--- config.mk ---
export PLATFORM = sky130hd
export DESIGN_NAME = btb_mt
export DESIGN_NICKNAME = d
export VERILOG_FILES = /design/src/rtl/btb_pkg.sv /design/src/rtl/btb_hash.sv /design/src/rtl/btb_valid_bits.sv /design/src/rtl/btb_entry_ram.sv /design/src/rtl/btb_mt.sv
export SDC_FILE = /design/constraint.sdc
export NUM_CORES = 2
export LEC_CHECK = 0
export BUFFER_PORTS_ARGS = -buffer_cell sky130_fd_sc_hd__buf_2
export CAP_MARGIN = 30
export CORE_AREA = 3 3 542 544
export CTS_BUF_LIST = sky130_fd_sc_hd__clkbuf_4 sky130_fd_sc_hd__clkbuf_8
export DETAILED_ROUTE_END_ITERATION = 8
export DIE_AREA = 0 0 545 547
export PLACE_DENSITY = 0.49
export SYNTH_ARGS = -nofsm -noshare
export SYNTH_HDL_FRONTEND = slang
export SYNTH_SLANG_ARGS = --single-unit
--- constraint.sdc ---
create_clock -name clk -period 10.27 [get_ports clk]
set_input_delay 2.5675 -clock clk [delete_from_list [all_inputs] [get_ports clk]]
set_output_delay 2.5675 -clock clk [all_outputs]
set_load 0.01 [all_outputs]
--- src/rtl/btb_pkg.sv ---
package btb_pkg;

  function automatic bit is_pow2(input int n);
    return (n > 0) && ((n & (n - 1)) == 0);
  endfunction

  function automatic int tid_width(input int threads);
    return (threads > 1) ? $clog2(threads) : 1;
  endfunction

endpackage

--- src/rtl/btb_hash.sv ---
module btb_hash #(
  parameter int PC_W        = 32,
  parameter int ENTRIES     = 64,
  parameter int TAG_W       = 8,
  parameter int ALIGN_SHIFT = 2,
  parameter int THREADS     = 4,
  parameter int TID_W       = btb_pkg::tid_width(THREADS),
  localparam int IDX_W      = $clog2(ENTRIES)
) (
  input  logic [PC_W-1:0]  pc,
  input  logic [TID_W-1:0] tid,
  output logic [IDX_W-1:0] idx,
  output logic [TAG_W-1:0] tag
);
  localparam int THR_LG    = $clog2(THREADS);
  localparam int TID_SHIFT = IDX_W - THR_LG;

  logic [IDX_W-1:0] pc_idx;
  logic unused_hash_bits;

  assign pc_idx = pc[ALIGN_SHIFT +: IDX_W];
  assign tag    = pc[ALIGN_SHIFT + IDX_W +: TAG_W];
  assign unused_hash_bits = ^{pc, tid};

  if (THREADS > 1) begin : g_mt
    logic [IDX_W-1:0] tid_term;
    assign tid_term = IDX_W'(tid) << TID_SHIFT;
    assign idx      = pc_idx ^ tid_term;
  end else begin : g_st
    assign idx = pc_idx;
  end

endmodule

--- src/rtl/btb_valid_bits.sv ---
module btb_valid_bits #(
  parameter int ENTRIES = 64,
  localparam int IDX_W  = $clog2(ENTRIES)
) (
  input  logic             clk,
  input  logic             clr,
  input  logic             we,
  input  logic [IDX_W-1:0] widx,
  input  logic             re,
  input  logic [IDX_W-1:0] ridx,
  output logic             rd_q
);
  logic [ENTRIES-1:0] vbits;

  always_ff @(posedge clk) begin
    if (clr) begin
      vbits <= '0;
    end else if (we) begin
      vbits[widx] <= 1'b1;
    end
  end

  always_ff @(posedge clk) begin
    if (clr) begin
      rd_q <= 1'b0;
    end else begin
      rd_q <= re & vbits[ridx];
    end
  end

endmodule

--- src/rtl/btb_entry_ram.sv ---
module btb_entry_ram #(
  parameter int ENTRIES = 64,
  parameter int DATA_W  = 42,
  localparam int IDX_W  = $clog2(ENTRIES)
) (
  input  logic              clk,
  input  logic              we,
  input  logic [IDX_W-1:0]  waddr,
  input  logic [DATA_W-1:0] wdata,
  input  logic              re,
  input  logic [IDX_W-1:0]  raddr,
  output logic [DATA_W-1:0] rdata
);
  logic [DATA_W-1:0] mem [ENTRIES];

  always_ff @(posedge clk) begin
    if (we) begin
      mem[waddr] <= wdata;
    end
    if (re) begin
      rdata <= mem[raddr];
    end
  end

endmodule

--- src/rtl/btb_mt.sv ---
module btb_mt #(
  parameter int PC_W        = 32,
  parameter int TGT_W       = 32,
  parameter int ENTRIES     = 64,
  parameter int TAG_W       = 8,
  parameter int ALIGN_SHIFT = 2,
  parameter int THREADS     = 4,
  parameter int TID_W       = btb_pkg::tid_width(THREADS)
) (
  input  logic             clk,
  input  logic             rst,
  input  logic             flush,
  input  logic             lk_valid,
  input  logic [PC_W-1:0]  lk_pc,
  input  logic [TID_W-1:0] lk_tid,
  input  logic             up_valid,
  input  logic [PC_W-1:0]  up_pc,
  input  logic [TID_W-1:0] up_tid,
  input  logic [TGT_W-1:0] up_target,
  output logic             rsp_valid,
  output logic             rsp_hit,
  output logic [TGT_W-1:0] rsp_target
);
  localparam int IDX_W  = $clog2(ENTRIES);
  localparam int DATA_W = TAG_W + TID_W + TGT_W;

  if (!btb_pkg::is_pow2(ENTRIES)) begin : g_bad_entries
    $error("btb_mt: ENTRIES must be a power of two");
  end
  if (!btb_pkg::is_pow2(THREADS) || THREADS > ENTRIES) begin : g_bad_threads
    $error("btb_mt: THREADS must be a power of two no larger than ENTRIES");
  end

  logic [IDX_W-1:0] lk_idx, up_idx;
  logic [TAG_W-1:0] lk_tag, up_tag;

  btb_hash #(
    .PC_W(PC_W), .ENTRIES(ENTRIES), .TAG_W(TAG_W),
    .ALIGN_SHIFT(ALIGN_SHIFT), .THREADS(THREADS), .TID_W(TID_W)
  ) u_lk_hash (
    .pc(lk_pc), .tid(lk_tid), .idx(lk_idx), .tag(lk_tag)
  );

  btb_hash #(
    .PC_W(PC_W), .ENTRIES(ENTRIES), .TAG_W(TAG_W),
    .ALIGN_SHIFT(ALIGN_SHIFT), .THREADS(THREADS), .TID_W(TID_W)
  ) u_up_hash (
    .pc(up_pc), .tid(up_tid), .idx(up_idx), .tag(up_tag)
  );

  logic clr_all;
  logic wr_en;
  assign clr_all = rst | flush;
  assign wr_en   = up_valid & ~clr_all;

  logic rd_valid;
  btb_valid_bits #(.ENTRIES(ENTRIES)) u_valid (
    .clk(clk), .clr(clr_all),
    .we(wr_en), .widx(up_idx),
    .re(lk_valid), .ridx(lk_idx),
    .rd_q(rd_valid)
  );

  logic [DATA_W-1:0] wr_word, rd_word;
  assign wr_word = {up_tag, up_tid, up_target};

  btb_entry_ram #(.ENTRIES(ENTRIES), .DATA_W(DATA_W)) u_ram (
    .clk(clk),
    .we(wr_en), .waddr(up_idx), .wdata(wr_word),
    .re(lk_valid), .raddr(lk_idx),
    .rdata(rd_word)
  );

  logic             req_q;
  logic [TAG_W-1:0] req_tag_q;
  logic [TID_W-1:0] req_tid_q;

  always_ff @(posedge clk) begin
    if (rst) begin
      req_q     <= 1'b0;
      req_tag_q <= '0;
      req_tid_q <= '0;
    end else begin
      req_q <= lk_valid;
      if (lk_valid) begin
        req_tag_q <= lk_tag;
        req_tid_q <= lk_tid;
      end
    end
  end

  logic [TAG_W-1:0] ent_tag;
  logic [TID_W-1:0] ent_tid;
  logic [TGT_W-1:0] ent_tgt;
  logic             match;

  assign {ent_tag, ent_tid, ent_tgt} = rd_word;
  assign match = req_q & rd_valid & (ent_tag == req_tag_q) & (ent_tid == req_tid_q);

  assign rsp_valid  = req_q;
  assign rsp_hit    = match;
  assign rsp_target = match ? ent_tgt : '0;

endmodule

==> flow_metrics.env <==
export IMPL_status="finished, final reports clean"
export IMPL_vias_per_cell=5.498
export IMPL_core_area_um2=290100
export IMPL_numCtsBuffers=464
export IMPL_clock_latency_ns=1.05
export IMPL_ant_nets=0
export IMPL_cp_required_ns=7.70
export IMPL_endpoint_kind="output pin"
export IMPL_synth_top_area_share=0.7675
export IMPL_fillers=25110
export IMPL_tightest_slew_ns=1.061
export IMPL_syn_to_final_growth_pct=15.34
export IMPL_ys_ff_latch=2806
export IMPL_report_final_slew_viol_count=0
export IMPL_num_rows=198
export IMPL_overflow=0
export IMPL_cts_sinks=2806
export IMPL_synth_main_ff_cell="edfxtp_1"
export IMPL_synth_edff_count=2730
export IMPL_r2r_start="u_ram.mem[55][1]$_DFFE_PP_"
export IMPL_synth_top_area_cell="edfxtp_1"
export IMPL_seqPwrFrac=0.542
export IMPL_seq_area_um2=83500
export IMPL_p_clk_frac=0.409
export IMPL_postCtsSetupBuffers=0
export IMPL_whs_path_depth=1
export IMPL_syn_area_per_cell_um2=23.92
export IMPL_power_density_nw_per_um2=189.6
export IMPL_ctsHoldBuffers=0
export IMPL_yosysSeqAreaShare=0.7817
export IMPL_dieArea_um2=298100
export IMPL_place_inst=8408
export IMPL_r2r_cells=4
export IMPL_synth_adder_area_share=0
export IMPL_hp_class="flop to flop"
export IMPL_firstDrtPassIters=5
export IMPL_synth_area_leaders="edfxtp_1 (77%), mux4_2 (17%), dfxtp_1 (1.4%)"
export IMPL_fp_dieW_um=545
export IMPL_hold_path_startpoint="u_valid.vbits[35]$_SDFFE_PP0P_"
export IMPL_skew_ns=0.06832
export IMPL_p_int_mw=18.15
export IMPL_cts_buffer_depth=4
export IMPL_yosysUniqueCellTypes=45
export IMPL_clk_pin_slew_ns=0.06
export IMPL_final_hold_violation_count=0
export IMPL_die_y_um=547
export IMPL_cts_root_buf="clkbuf_8"
export IMPL_totalWireLength_um=309900
export IMPL_setup_violations_final=0
export IMPL_finalNonFillerCells=9278
export IMPL_drv_cap=0
export IMPL_multi_input_area_um2=22550
export IMPL_critical_path_arrival_ns=3.80
export IMPL_synth_cell_area_um2=106800
export IMPL_drcViolationCount=0
export IMPL_yosys_area_share_simple=0.01267
export IMPL_synth_commonest_cells="edfxtp_1 (2,730), mux4_2 (795), nand2_1 (116)"
export IMPL_synth_xor_area_share=0.001476
export IMPL_synth_top_family_by_area="multiplexers"
export IMPL_vdd_drop_max_v=0.0001023
export IMPL_wl_per_cell_um=33.40
export IMPL_yosysMostFrequentCell="edfxtp_1"
export IMPL_timing_fmax_ghz=0.1569
export IMPL_slew_limit_headroom=0.2930
export IMPL_fin_crit_ns=6.372
export IMPL_portBuffers=102
export IMPL_cts_htree_levels=5
export IMPL_p_sw_mw=5.209
export IMPL_syn_nets=4570
export IMPL_crit_fanout=25
export IMPL_grt_pass1_vias=52530
export IMPL_p_leak_nw=38.55
export IMPL_swShare=0.2230
export IMPL_grtUsageTotal=0.2058
export IMPL_cts_tree="done"
export IMPL_synth_compound_area_share=0.01313
export IMPL_layout_drive_gt1_share=0.3567
export IMPL_synthMuxAreaShare=0.1785
export IMPL_grt_max_degree=104
export IMPL_async_reset_ff_frac=0
export IMPL_synth_cells=4465
export IMPL_antenna_found_initial=29
export IMPL_worstSetupPathType="flop to output pin"
export IMPL_worst_setup_path_start_kind="flop"
export IMPL_setup_tns_ns=0
export IMPL_ys_warn_count=0
export IMPL_post_cts_resized=0
export IMPL_timing_final_crit_share=0.6204
export IMPL_ioPinCount=139
export IMPL_dp_hpwl_um=164800
export IMPL_gp_congestion=0.7213
export IMPL_via_count=51010
export IMPL_pwr_share_comb=0.049
export IMPL_grt_setup_unrepaired="false"
export IMPL_final_nets=5105
export IMPL_cp_startpoint="rsp_valid$_SDFF_PP0_"
export IMPL_dr_first_iter_drc_count=5980
export IMPL_grt_pass1_wl_um=426400
export IMPL_start_util=0.3682
-- critical path: stages, from the launching register on --
cell and delay, ns:
dfxtp_1 0.78, nand3_1 0.14, or4_1 0.51, nor4_2 0.29, buf_4 0.48, and2_1 0.36
buf_2 0.19
-- metrics by stage --
step | cell area, µm² | power, mW | worst slack [ns] | hold slack (ns) | utilization
floorplan | 106800 | 13.51 | 4.759 | 0.4354 | -
CTS | 122700 | 23.59 | 3.753 | 0.4608 | 0.4228
finish | 123200 | 23.36 | 3.898 | 0.4598 | 0.4247
detailed placement | 113700 | 14.04 | 3.260 | 0.4476 | 0.3920
global route | 123200 | 24.16 | 3.706 | 0.4698 | 0.4247
global placement | 112600 | 14.02 | 3.333 | 0.4409 | 0.3882
-- registers in the layout, indices dropped and copies added (netlist names) --
register       count
u_valid.vbits     64
req_tid_q          2
u_ram.rdata       42
u_valid.rd_q       1
rsp_valid          1
u_ram.mem       2688
req_tag_q          8
-- area by class of cell --
class                   count  share of cell area
well taps                3900             0.03961
clock buffers             655             0.06423
repair buffers            302             0.02684
inverters                   1          0.00009140
multi-input cells        1425              0.1831
clock inverters           183            0.008297
flip-flops and latches   2806              0.6777
diodes                      6           0.0001219
-- cell families after synthesis --
group	Yosys count
and+or+nand+nor	308
xor gates and xnor gates	18
AOI/OAI and AO/OA	196
buffers and inverters	234
muxes	903
DFF	2806
-- layer usage --
metal	global-route usage	vias up	share of wire
met5	0	-	0.000094
met4	0.05182	4	0.024
met3	0.03621	454	0.063
met2	0.3284	1812	0.48
met1	0.2940	28380	0.43
li1	-	20360	-
-- layout by cell type, fill, tap and decap left out, types with 4 or more instances in the layout --
| master | Yosys | final |
|---|---|---|
| bufinv_16 | 0 | 5 |
| a32oi_1 | 5 | 5 |
| a31oi_1 | 7 | 7 |
| a2111oi_0 | 4 | 4 |
| dfxtp_1 | 76 | 76 |
| nand3_1 | 40 | 40 |
| clkinvlp_4 | 0 | 5 |
| clkbuf_8 | 0 | 479 |
| clkbuf_4 | 1 | 176 |
| o221ai_1 | 11 | 11 |
| clkinv_1 | 1 | 117 |
| o22ai_1 | 12 | 12 |
| xnor2_1 | 9 | 7 |
| buf_2 | 57 | 97 |
| clkinv_2 | 0 | 39 |
| o211ai_1 | 22 | 22 |
| diode_2 | 0 | 6 |
| and2_1 | 34 | 34 |
| a22oi_1 | 35 | 35 |
| buf_16 | 0 | 24 |
| o21a_1 | 64 | 64 |
| mux4_2 | 795 | 795 |
| nand2_1 | 116 | 116 |
| edfxtp_1 | 2730 | 2730 |
| inv_8 | 0 | 8 |
| and3_1 | 4 | 4 |
| buf_4 | 23 | 115 |
| nor3_1 | 8 | 8 |
| o21ai_0 | 22 | 22 |
| inv_6 | 0 | 5 |
| buf_12 | 6 | 62 |
| nor2_1 | 91 | 22 |
| xor2_1 | 9 | 7 |
| nor2b_1 | 5 | 5 |
| nor2_4 | 0 | 69 |
| a21oi_1 | 9 | 9 |
| mux2i_1 | 82 | 82 |
| mux2_2 | 23 | 23 |
-- final timing paths --
| check | endpoint | slack [ns] |
|---|---|---|
| worst max-delay path | rsp_target[13] | 3.90 |
| worst min-delay path | u_valid.vbits[35]$_SDFFE_PP0P_ | 0.46 |
| worst max register to register | u_ram.rdata[1]$_DFFE_PP_ | 7.82 |
| worst min register to register | u_valid.vbits[35]$_SDFFE_PP0P_ | 0.46 |
-- power groups by stage --
stage	Combinational (mW)	Clock (mW)	Sequential, mW
after floorplan	0.637	0	12.9
after global placement	1.13	0	12.9
after detailed placement	1.15	0	12.9
after CTS	1.15	9.78	12.7
after global routing	1.23	10.3	12.6
final	1.16	9.55	12.6
No activity file was read; power rests on OpenSTA's default activity.
